$ cat src/rtl/nsp_pkg.sv
// Shared definitions for the sub-page program sequencer: bus byte kinds,
// sequencer phases and the three command opcodes it issues.
package nsp_pkg;
    typedef enum logic [1:0] {BK_CMD, BK_ADR, BK_DAT} bkind_t;

    typedef enum logic [3:0] {
        S_IDLE, S_OPEN, S_ADDR, S_JMPD, S_COLD, S_DATA,
        S_JMPE, S_COLE, S_PAR, S_CONF, S_TWB, S_WRB
    } seq_st_t;

    localparam logic [7:0] OP_PROG = 8'h80;
    localparam logic [7:0] OP_JUMP = 8'h85;
    localparam logic [7:0] OP_CONF = 8'h10;
endpackage

$ cat src/rtl/nsp_strobe.sv
// Two-clock bus byte strobe. A byte accepted on go is shown with the write
// strobe low for one clock and then high for one clock, with the latch lines
// held for both. Assumes go is raised only while rdy is high.
module nsp_strobe
    import nsp_pkg::*;
(
    input  logic       clk,
    input  logic       rst_n,
    input  logic       go,
    input  bkind_t     kind,
    input  logic [7:0] byte_i,
    output logic       rdy,
    output logic       we_n,
    output logic       cle,
    output logic       ale,
    output logic [7:0] io
);
    logic [1:0] ph;        // 0 idle, 1 strobe low, 2 strobe high
    bkind_t     kind_q;
    logic [7:0] io_q;

    // Phase progression and capture of the byte being sent
    always_ff @(posedge clk) begin
        if (!rst_n) begin
            ph     <= 2'd0;
            kind_q <= BK_DAT;
            io_q   <= 8'h00;
        end else if (go && ph != 2'd1) begin
            ph     <= 2'd1;
            kind_q <= kind;
            io_q   <= byte_i;
        end else if (ph == 2'd1) begin
            ph <= 2'd2;
        end else begin
            ph <= 2'd0;
        end
    end

    assign rdy  = (ph != 2'd1);
    assign we_n = (ph != 2'd1);
    assign cle  = (ph != 2'd0) && (kind_q == BK_CMD);
    assign ale  = (ph != 2'd0) && (kind_q == BK_ADR);
    assign io   = io_q;
endmodule

$ cat src/rtl/nsp_ecc_acc.sv
// Stand-in for the parity engine: clear empties all slots, and each fed byte
// is XORed into the next slot, rotating through NPAR slots. Parity is read
// out combinationally by slot index. Assumes clr and feed never coincide.
module nsp_ecc_acc #(
    parameter int NPAR = 14,
    localparam int SW  = $clog2(NPAR)
) (
    input  logic          clk,
    input  logic          rst_n,
    input  logic          clr,
    input  logic          feed,
    input  logic [7:0]    din,
    input  logic [SW-1:0] sel,
    output logic [7:0]    par_o
);
    localparam logic [SW-1:0] LAST = SW'(NPAR - 1);

    logic [7:0]    acc [NPAR];
    logic [SW-1:0] pos;

    // Accumulate fed bytes into the rotating slot, or clear everything
    always_ff @(posedge clk) begin
        if (!rst_n || clr) begin
            for (int i = 0; i < NPAR; i++) acc[i] <= 8'h00;
            pos <= '0;
        end else if (feed) begin
            acc[pos] <= acc[pos] ^ din;
            pos      <= (pos == LAST) ? '0 : pos + 1'b1;
        end
    end

    assign par_o = acc[sel];
endmodule

$ cat src/rtl/nsp_seq.sv
// Sequencer: walks the program sequence (open, row address, jump to the
// sub-page, payload, jump to its parity field, parity, confirm), then waits
// for the settling time and the ready line. Offers one byte at a time to the
// strobe unit and advances when the strobe takes it.
module nsp_seq
    import nsp_pkg::*;
#(
    parameter int PAGE_BYTES = 2048,
    parameter int SUBPAGES   = 4,
    parameter int ECC_BASE   = 8,
    parameter int ECC_BYTES  = 14,
    parameter int ROW_CYCLES = 3,
    parameter int COL_CYCLES = 2,
    parameter int TWB        = 4,
    localparam int SUB_BYTES = PAGE_BYTES / SUBPAGES,
    localparam int SUB_W     = $clog2(SUBPAGES),
    localparam int ROW_W     = 8 * ROW_CYCLES,
    localparam int COL_W     = 8 * COL_CYCLES,
    localparam int PSEL_W    = $clog2(ECC_BYTES),
    localparam int CNT_W     = $clog2(SUB_BYTES + 1)
) (
    input  logic              clk,
    input  logic              rst_n,
    input  logic              req_valid,
    input  logic [ROW_W-1:0]  req_row,
    input  logic [SUB_W:0]    req_sub,
    input  logic [7:0]        din,
    input  logic              din_valid,
    input  logic              s_rdy,
    input  logic              rb,
    input  logic [7:0]        par_byte,
    output logic              din_ack,
    output logic              go,
    output bkind_t            kind,
    output logic [7:0]        byte_o,
    output logic              ecc_clr,
    output logic              ecc_feed,
    output logic [PSEL_W-1:0] par_sel,
    output logic              busy,
    output logic              done,
    output logic              err
);
    localparam logic [SUB_W:0]   SUB_LIM  = (SUB_W + 1)'(SUBPAGES);
    localparam logic [CNT_W-1:0] N_COL    = CNT_W'(COL_CYCLES);
    localparam logic [CNT_W-1:0] L_COL    = CNT_W'(COL_CYCLES - 1);
    localparam logic [CNT_W-1:0] L_ADR    = CNT_W'(COL_CYCLES + ROW_CYCLES - 1);
    localparam logic [CNT_W-1:0] L_DAT    = CNT_W'(SUB_BYTES - 1);
    localparam logic [CNT_W-1:0] L_PAR    = CNT_W'(ECC_BYTES - 1);
    localparam logic [CNT_W-1:0] L_TWB    = CNT_W'(TWB - 1);

    seq_st_t            st, nxt;
    logic [CNT_W-1:0]   cnt;
    logic [ROW_W-1:0]   row_q;
    logic [SUB_W-1:0]   sub_q;
    logic [COL_W-1:0]   col_d, col_e;
    logic [CNT_W-1:0]   cnt_row;
    logic               avail, last;

    assign col_d   = COL_W'(sub_q) * COL_W'(SUB_BYTES);
    assign col_e   = COL_W'(PAGE_BYTES + ECC_BASE) + COL_W'(sub_q) * COL_W'(ECC_BYTES);
    assign cnt_row = cnt - N_COL;

    // Byte offered in the current phase, its kind, and where the phase goes next
    always_comb begin
        avail  = 1'b1;
        kind   = BK_CMD;
        byte_o = 8'h00;
        last   = 1'b1;
        nxt    = S_IDLE;
        case (st)
            S_OPEN: begin byte_o = OP_PROG; nxt = S_ADDR; end
            S_ADDR: begin
                kind   = BK_ADR;
                byte_o = (cnt < N_COL) ? 8'h00 : 8'(row_q >> {cnt_row, 3'b000});
                last   = (cnt == L_ADR);
                nxt    = S_JMPD;
            end
            S_JMPD: begin byte_o = OP_JUMP; nxt = S_COLD; end
            S_COLD: begin
                kind   = BK_ADR;
                byte_o = 8'(col_d >> {cnt, 3'b000});
                last   = (cnt == L_COL);
                nxt    = S_DATA;
            end
            S_DATA: begin
                avail  = din_valid;
                kind   = BK_DAT;
                byte_o = din;
                last   = (cnt == L_DAT);
                nxt    = S_JMPE;
            end
            S_JMPE: begin byte_o = OP_JUMP; nxt = S_COLE; end
            S_COLE: begin
                kind   = BK_ADR;
                byte_o = 8'(col_e >> {cnt, 3'b000});
                last   = (cnt == L_COL);
                nxt    = S_PAR;
            end
            S_PAR: begin
                kind   = BK_DAT;
                byte_o = par_byte;
                last   = (cnt == L_PAR);
                nxt    = S_CONF;
            end
            S_CONF: begin byte_o = OP_CONF; nxt = S_TWB; end
            default: begin avail = 1'b0; last = 1'b0; end
        endcase
    end

    assign go       = avail && s_rdy;
    assign din_ack  = go && (st == S_DATA);
    assign ecc_feed = din_ack;
    assign ecc_clr  = go && last && (st == S_COLD);
    assign par_sel  = cnt[PSEL_W-1:0];
    assign busy     = (st != S_IDLE);

    // Phase register, byte counter, request capture and result pulses
    always_ff @(posedge clk) begin
        if (!rst_n) begin
            st    <= S_IDLE;
            cnt   <= '0;
            row_q <= '0;
            sub_q <= '0;
            done  <= 1'b0;
            err   <= 1'b0;
        end else begin
            done <= 1'b0;
            err  <= 1'b0;
            case (st)
                S_IDLE: if (req_valid) begin
                    if (req_sub < SUB_LIM) begin
                        row_q <= req_row;
                        sub_q <= req_sub[SUB_W-1:0];
                        cnt   <= '0;
                        st    <= S_OPEN;
                    end else begin
                        err <= 1'b1;
                    end
                end
                S_TWB: begin
                    if (cnt == L_TWB) begin
                        cnt <= '0;
                        st  <= S_WRB;
                    end else begin
                        cnt <= cnt + 1'b1;
                    end
                end
                S_WRB: if (rb) begin
                    done <= 1'b1;
                    st   <= S_IDLE;
                end
                default: if (go) begin
                    if (last) begin
                        cnt <= '0;
                        st  <= nxt;
                    end else begin
                        cnt <= cnt + 1'b1;
                    end
                end
            endcase
        end
    end
endmodule

$ cat src/rtl/nand_subpage_prog.sv
// Top level: joins the sequencer, the bus strobe unit and the parity
// accumulator. Writes one sub-page and its private spare-area parity field,
// leaving the rest of the page untouched. Assumes a write-only bus.
module nand_subpage_prog
    import nsp_pkg::*;
#(
    parameter int PAGE_BYTES = 2048,
    parameter int SUBPAGES   = 4,
    parameter int ECC_BASE   = 8,
    parameter int ECC_BYTES  = 14,
    parameter int ROW_CYCLES = 3,
    parameter int COL_CYCLES = 2,
    parameter int TWB        = 4,
    localparam int SUB_W     = $clog2(SUBPAGES),
    localparam int ROW_W     = 8 * ROW_CYCLES,
    localparam int PSEL_W    = $clog2(ECC_BYTES)
) (
    input  logic             clk,
    input  logic             rst_n,
    input  logic             req_valid,
    input  logic [ROW_W-1:0] req_row,
    input  logic [SUB_W:0]   req_sub,
    input  logic [7:0]       din,
    input  logic             din_valid,
    output logic             din_ack,
    output logic             busy,
    output logic             done,
    output logic             err,
    output logic             nand_cle,
    output logic             nand_ale,
    output logic             nand_we_n,
    output logic [7:0]       nand_io,
    input  logic             nand_rb
);
    logic              s_go, s_rdy, ecc_clr, ecc_feed;
    bkind_t            s_kind;
    logic [7:0]        s_byte, par_byte;
    logic [PSEL_W-1:0] par_sel;

    nsp_seq #(
        .PAGE_BYTES(PAGE_BYTES), .SUBPAGES(SUBPAGES), .ECC_BASE(ECC_BASE),
        .ECC_BYTES(ECC_BYTES), .ROW_CYCLES(ROW_CYCLES),
        .COL_CYCLES(COL_CYCLES), .TWB(TWB)
    ) u_seq (
        .clk(clk), .rst_n(rst_n), .req_valid(req_valid), .req_row(req_row),
        .req_sub(req_sub), .din(din), .din_valid(din_valid), .s_rdy(s_rdy),
        .rb(nand_rb), .par_byte(par_byte), .din_ack(din_ack), .go(s_go),
        .kind(s_kind), .byte_o(s_byte), .ecc_clr(ecc_clr), .ecc_feed(ecc_feed),
        .par_sel(par_sel), .busy(busy), .done(done), .err(err)
    );

    nsp_strobe u_strobe (
        .clk(clk), .rst_n(rst_n), .go(s_go), .kind(s_kind), .byte_i(s_byte),
        .rdy(s_rdy), .we_n(nand_we_n), .cle(nand_cle), .ale(nand_ale),
        .io(nand_io)
    );

    nsp_ecc_acc #(.NPAR(ECC_BYTES)) u_ecc (
        .clk(clk), .rst_n(rst_n), .clr(ecc_clr), .feed(ecc_feed), .din(din),
        .sel(par_sel), .par_o(par_byte)
    );
endmodule

$ cat config.mk
export PLATFORM = sky130hd
export DESIGN_NAME = nand_subpage_prog
export DESIGN_NICKNAME = d
export VERILOG_FILES = /design/src/rtl/nsp_pkg.sv /design/src/rtl/nsp_strobe.sv /design/src/rtl/nsp_ecc_acc.sv /design/src/rtl/nsp_seq.sv /design/src/rtl/nand_subpage_prog.sv
export SDC_FILE = /design/constraint.sdc
export NUM_CORES = 1
export LEC_CHECK = 0
export BUFFER_PORTS_ARGS = -buffer_cell sky130_fd_sc_hd__buf_4
export CAP_MARGIN = 20
export CELL_PAD_IN_SITES_DETAIL_PLACEMENT = 0
export CELL_PAD_IN_SITES_GLOBAL_PLACEMENT = 1
export CORE_UTILIZATION = 25
export CTS_CLUSTER_SIZE = 16
export DETAILED_ROUTE_END_ITERATION = 10
export PLACE_DENSITY_LB_ADDON = 0.1
export SYNTH_ARGS = -nofsm -noshare
export SYNTH_HDL_FRONTEND = slang
export SYNTH_HIERARCHICAL = 1
export SYNTH_SLANG_ARGS = --single-unit
$ cat constraint.sdc
create_clock -name clk -period 3.4 [get_ports clk]
set_clock_uncertainty 0.2 [all_clocks]
set_input_delay 0.68 -clock clk [delete_from_list [all_inputs] [get_ports clk]]
set_output_delay 0.68 -clock clk [all_outputs]
set_load 0.02 [all_outputs]
==> flow_metrics.env <==
export IMPL_synth_top_area_cell="edfxtp_1"
export IMPL_synth_lib_cells_used_distinct=63
export IMPL_dpl_instance_area_um2=12340
export IMPL_drt_pass1_iter_count=5
export IMPL_route_antenna_remaining_nets=0
export IMPL_critPathLaunchType="flop"
export IMPL_worstPathArrival_ns=2.42
export IMPL_clock_tree_htree_level_count=4
export IMPL_ctsRootBufferMaster="clkbuf_16"
export IMPL_timing_critical_path_to_type="output port"
export IMPL_finalSetupViolations=0
export IMPL_timing_critical_path_mode_cell="buf_4"
export IMPL_min_period_over_period=0.9710
export IMPL_number_of_antenna_violations_at_the_first_check_in_global_routing=0
export IMPL_r2r_start="u_seq/st[2]"
export IMPL_preCtsSetupSlack_ns=0.02645
export IMPL_vdd_ir_drop_max_mv=0.2835
export IMPL_fp_row_count=76
export IMPL_netlist_instances=910
export IMPL_finalWeightedCongestion=0.7553
export IMPL_report_final_slew_viol_count=0
export IMPL_cts_made_buffers=17
export IMPL_grt_first_pass_wirelength_mm=56.15
export IMPL_post_route_drc_count=0
export IMPL_yosys_area_top_type_share=0.3533
export IMPL_ys_ff_latch=190
export IMPL_ys_warnings_count=6
export IMPL_ys_flop_type="edfxtp_1"
export IMPL_dr_wl_met2_mm=19.01
export IMPL_postRouteWirelength_mm=38.11
export IMPL_synth_top_cells_by_area="edfxtp_1 (35%), mux4_2 (15%), dfxtp_1 (11%), nor3_2 (6.7%), nand2_1 (4.5%)"
export IMPL_wl_per_cell_um=23.75
export IMPL_critical_path_max_stage_delay_ns=0.35
export IMPL_maxUsedRoutingLayer="met4"
export IMPL_final_core_util=0.3005
export IMPL_data_required_time_at_the_worst_endpoint_ns=2.52
export IMPL_synth_edff_count=128
export IMPL_clock_sinks=190
export IMPL_grt_start_max_net_pins=45
export IMPL_clk_pin_slew_ns=0.07
export IMPL_postCtsSetupBuffers=0
export IMPL_globalRouteTotalUtil=0.1780
export IMPL_rr_worst_depth=10
export IMPL_crit_chain="buf_4, nor2_1, buf_4, nand2_1, o2111a_1, and2_1, buf_4, buf_4"
export IMPL_r2r_slack_ns=0.18
export IMPL_drv_cap=0
export IMPL_min_delay_path_depth=2
export IMPL_grt_remaining_overflow=0
export IMPL_crit_slowest_cell="dfxtp_1"
export IMPL_maxSlewHeadroom=0.5963
export IMPL_fillerInstances=4465
export IMPL_min_delay_start="u_seq/row_q[21]"
export IMPL_cts_resized=0
export IMPL_p_total_uw=6363
export IMPL_final_min_clock_period_ns=3.301
export IMPL_cts_tree="built"
export IMPL_die_height_um=210.6
export IMPL_final_layout_size_suffix_gt1_frac=0.3559
export IMPL_met3_wl_mm=1.188
export IMPL_placeableCoreArea_um2=42980
export IMPL_critical_path_peak_fanout=14
export IMPL_max_freq_ghz=0.3029
export IMPL_portBuffers=54
export IMPL_status="finished clean"
export IMPL_detail_route_vias_per_cell=4.773
export IMPL_drt_met1_wl_mm=17.17
export IMPL_area_growth_synth_to_final_pct=18.71
export IMPL_post_synth_instance_area_um2=10880
export IMPL_via_count=7661
export IMPL_synth_fp_nets=957
export IMPL_synth_seq_area_share=0.4674
export IMPL_syn_mean_instance_area_um2=11.96
export IMPL_design_final_nets=1054
export IMPL_final_hold_violation_count=0
export IMPL_static_leakage_uw=0.004447
export IMPL_setup_slack_ns=0.09857
export IMPL_floorplan_io_pins=55
export IMPL_min_path_type="flop to flop"
export IMPL_min_to="u_seq/row_q[21]"
export IMPL_via_count_of_the_first_global_routing_pass=8011
export IMPL_starting_density=0.2531
export IMPL_power_density_nw_per_um2=492.7
export IMPL_stdcell_area_um2=12910
export IMPL_timing_hold_ws_ns=0.2551
export IMPL_hpwl_mm=27.28
export IMPL_crit_type="flop to output port"
export IMPL_cts_hold_buf=0
export IMPL_die_area_um2=44350
export IMPL_reg2reg_to="u_ecc/acc[4][4]"
export IMPL_die_width_um=210.6
export IMPL_clock_insertion_delay_worst_skew_ns=0.46
export IMPL_tightestPinTransition_ns=0.5903
export IMPL_clockBufferDepth=2
export IMPL_diodes=0
export IMPL_postSynth_asyncResetShare=0
export IMPL_detail_route_iter0_violations=536
## area by class of cell
class	instances	area [um2]	area share
clock buffer	17	425.4	0.03294
clock inverter	15	137.6	0.01066
inverter	14	52.55	0.004069
multi-input combinational	630	5271	0.4082
sequential	190	5090	0.3941
tap	585	732.0	0.05668
timing repair buffer	154	1206	0.09339
## metal layers
layer | global-route usage | vias to the layer above
li1 | - | 3610
met1 | 0.2282 | 3880
met2 | 0.3048 | 136
met3 | 0.03278 | 35
met4 | 0.05047 | 0
met5 | 0 | -
## cell families (layout without fill, tap and decap cells)
group	after synthesis	in the layout	share of synthesized area
AND/OR/NAND/NOR	385	385	0.2055
flip-flops	190	190	0.4674
multiplexers	125	125	0.1987
AO/OA/AOI/OAI	97	97	0.05819
buffers and inverters	90	200	0.04922
XOR/XNOR	16	16	0.01288
adder cells (fa/ha/maj)	7	7	0.008050
## synth_stat cells, drive strengths merged (6+ instances only)
master,instances
and3,9
dfxtp,62
clkbuf,35
inv,14
edfxtp,128
mux2i,45
ha,7
buf,41
a21oi,48
xor2,11
a22oi,7
mux4,72
nand2,130
nor2,52
nor3,118
or3,6
o31ai,6
mux2,8
nand2b,14
nand3,13
nand4,7
o21ai,19
nor2b,14
## metrics by stage
stage	cells	setup TNS, ns
floorplan	910	0
global placement	1573	0
detailed placement	1573	0
CTS	1605	0
global route	1605	-0.01545
finish	1605	0
## registers in the layout, indices dropped and copies added, names as in the netlist, 2 cells and up, named ones only
register	flops
u_ecc/acc	128
u_ecc/pos	4
u_seq/cnt	10
u_seq/row_q	24
u_seq/st	4
u_seq/sub_q	2
u_strobe/io	8
u_strobe/kind_q	2
u_strobe/ph	2
## power by group
group	switching, uW	internal [uW]	total [uW]
clock network	1040	978	2020
logic	906	739	1640
registers	108	2590	2700
## critical path, delay by kind of cell (launching register included)
| family | cells | cell delay [ns] |
|---|---|---|
| flip-flops | 1 | 0.35 |
| buffers and inverters | 4 | 0.76 |
| AO/OA/AOI/OAI | 1 | 0.18 |
| AND/OR/NAND/NOR | 3 | 0.67 |
## layout by cell type, fill, tap and decap left out, types with 44 or more instances in the layout
master,n
a21oi_1,48
nor3_2,74
mux4_2,72
edfxtp_1,128
nor2_1,51
nand2_1,128
mux2i_1,45
nor3_1,44
buf_4,150
dfxtp_1,58
## worst max path at each step
stage | start | endpoint | slack [ns] | depth (start not counted)
final | u_seq/st[3] | din_ack | 0.1 | 8
after global routing | u_seq/st[2] | u_ecc/acc[10][1] | -0.008 | 11
after detailed placement | u_seq/st[2] | u_ecc/acc[10][6] | 0.03 | 10
after CTS | u_seq/st[2] | u_ecc/acc[10][6] | 0.009 | 10
after floorplan | u_seq/st[3] | u_ecc/acc[0][0] | 0.02 | 9
after global placement | u_seq/st[2] | u_ecc/acc[10][1] | 0.07 | 10
No activity file was read; power rests on OpenSTA's default activity.
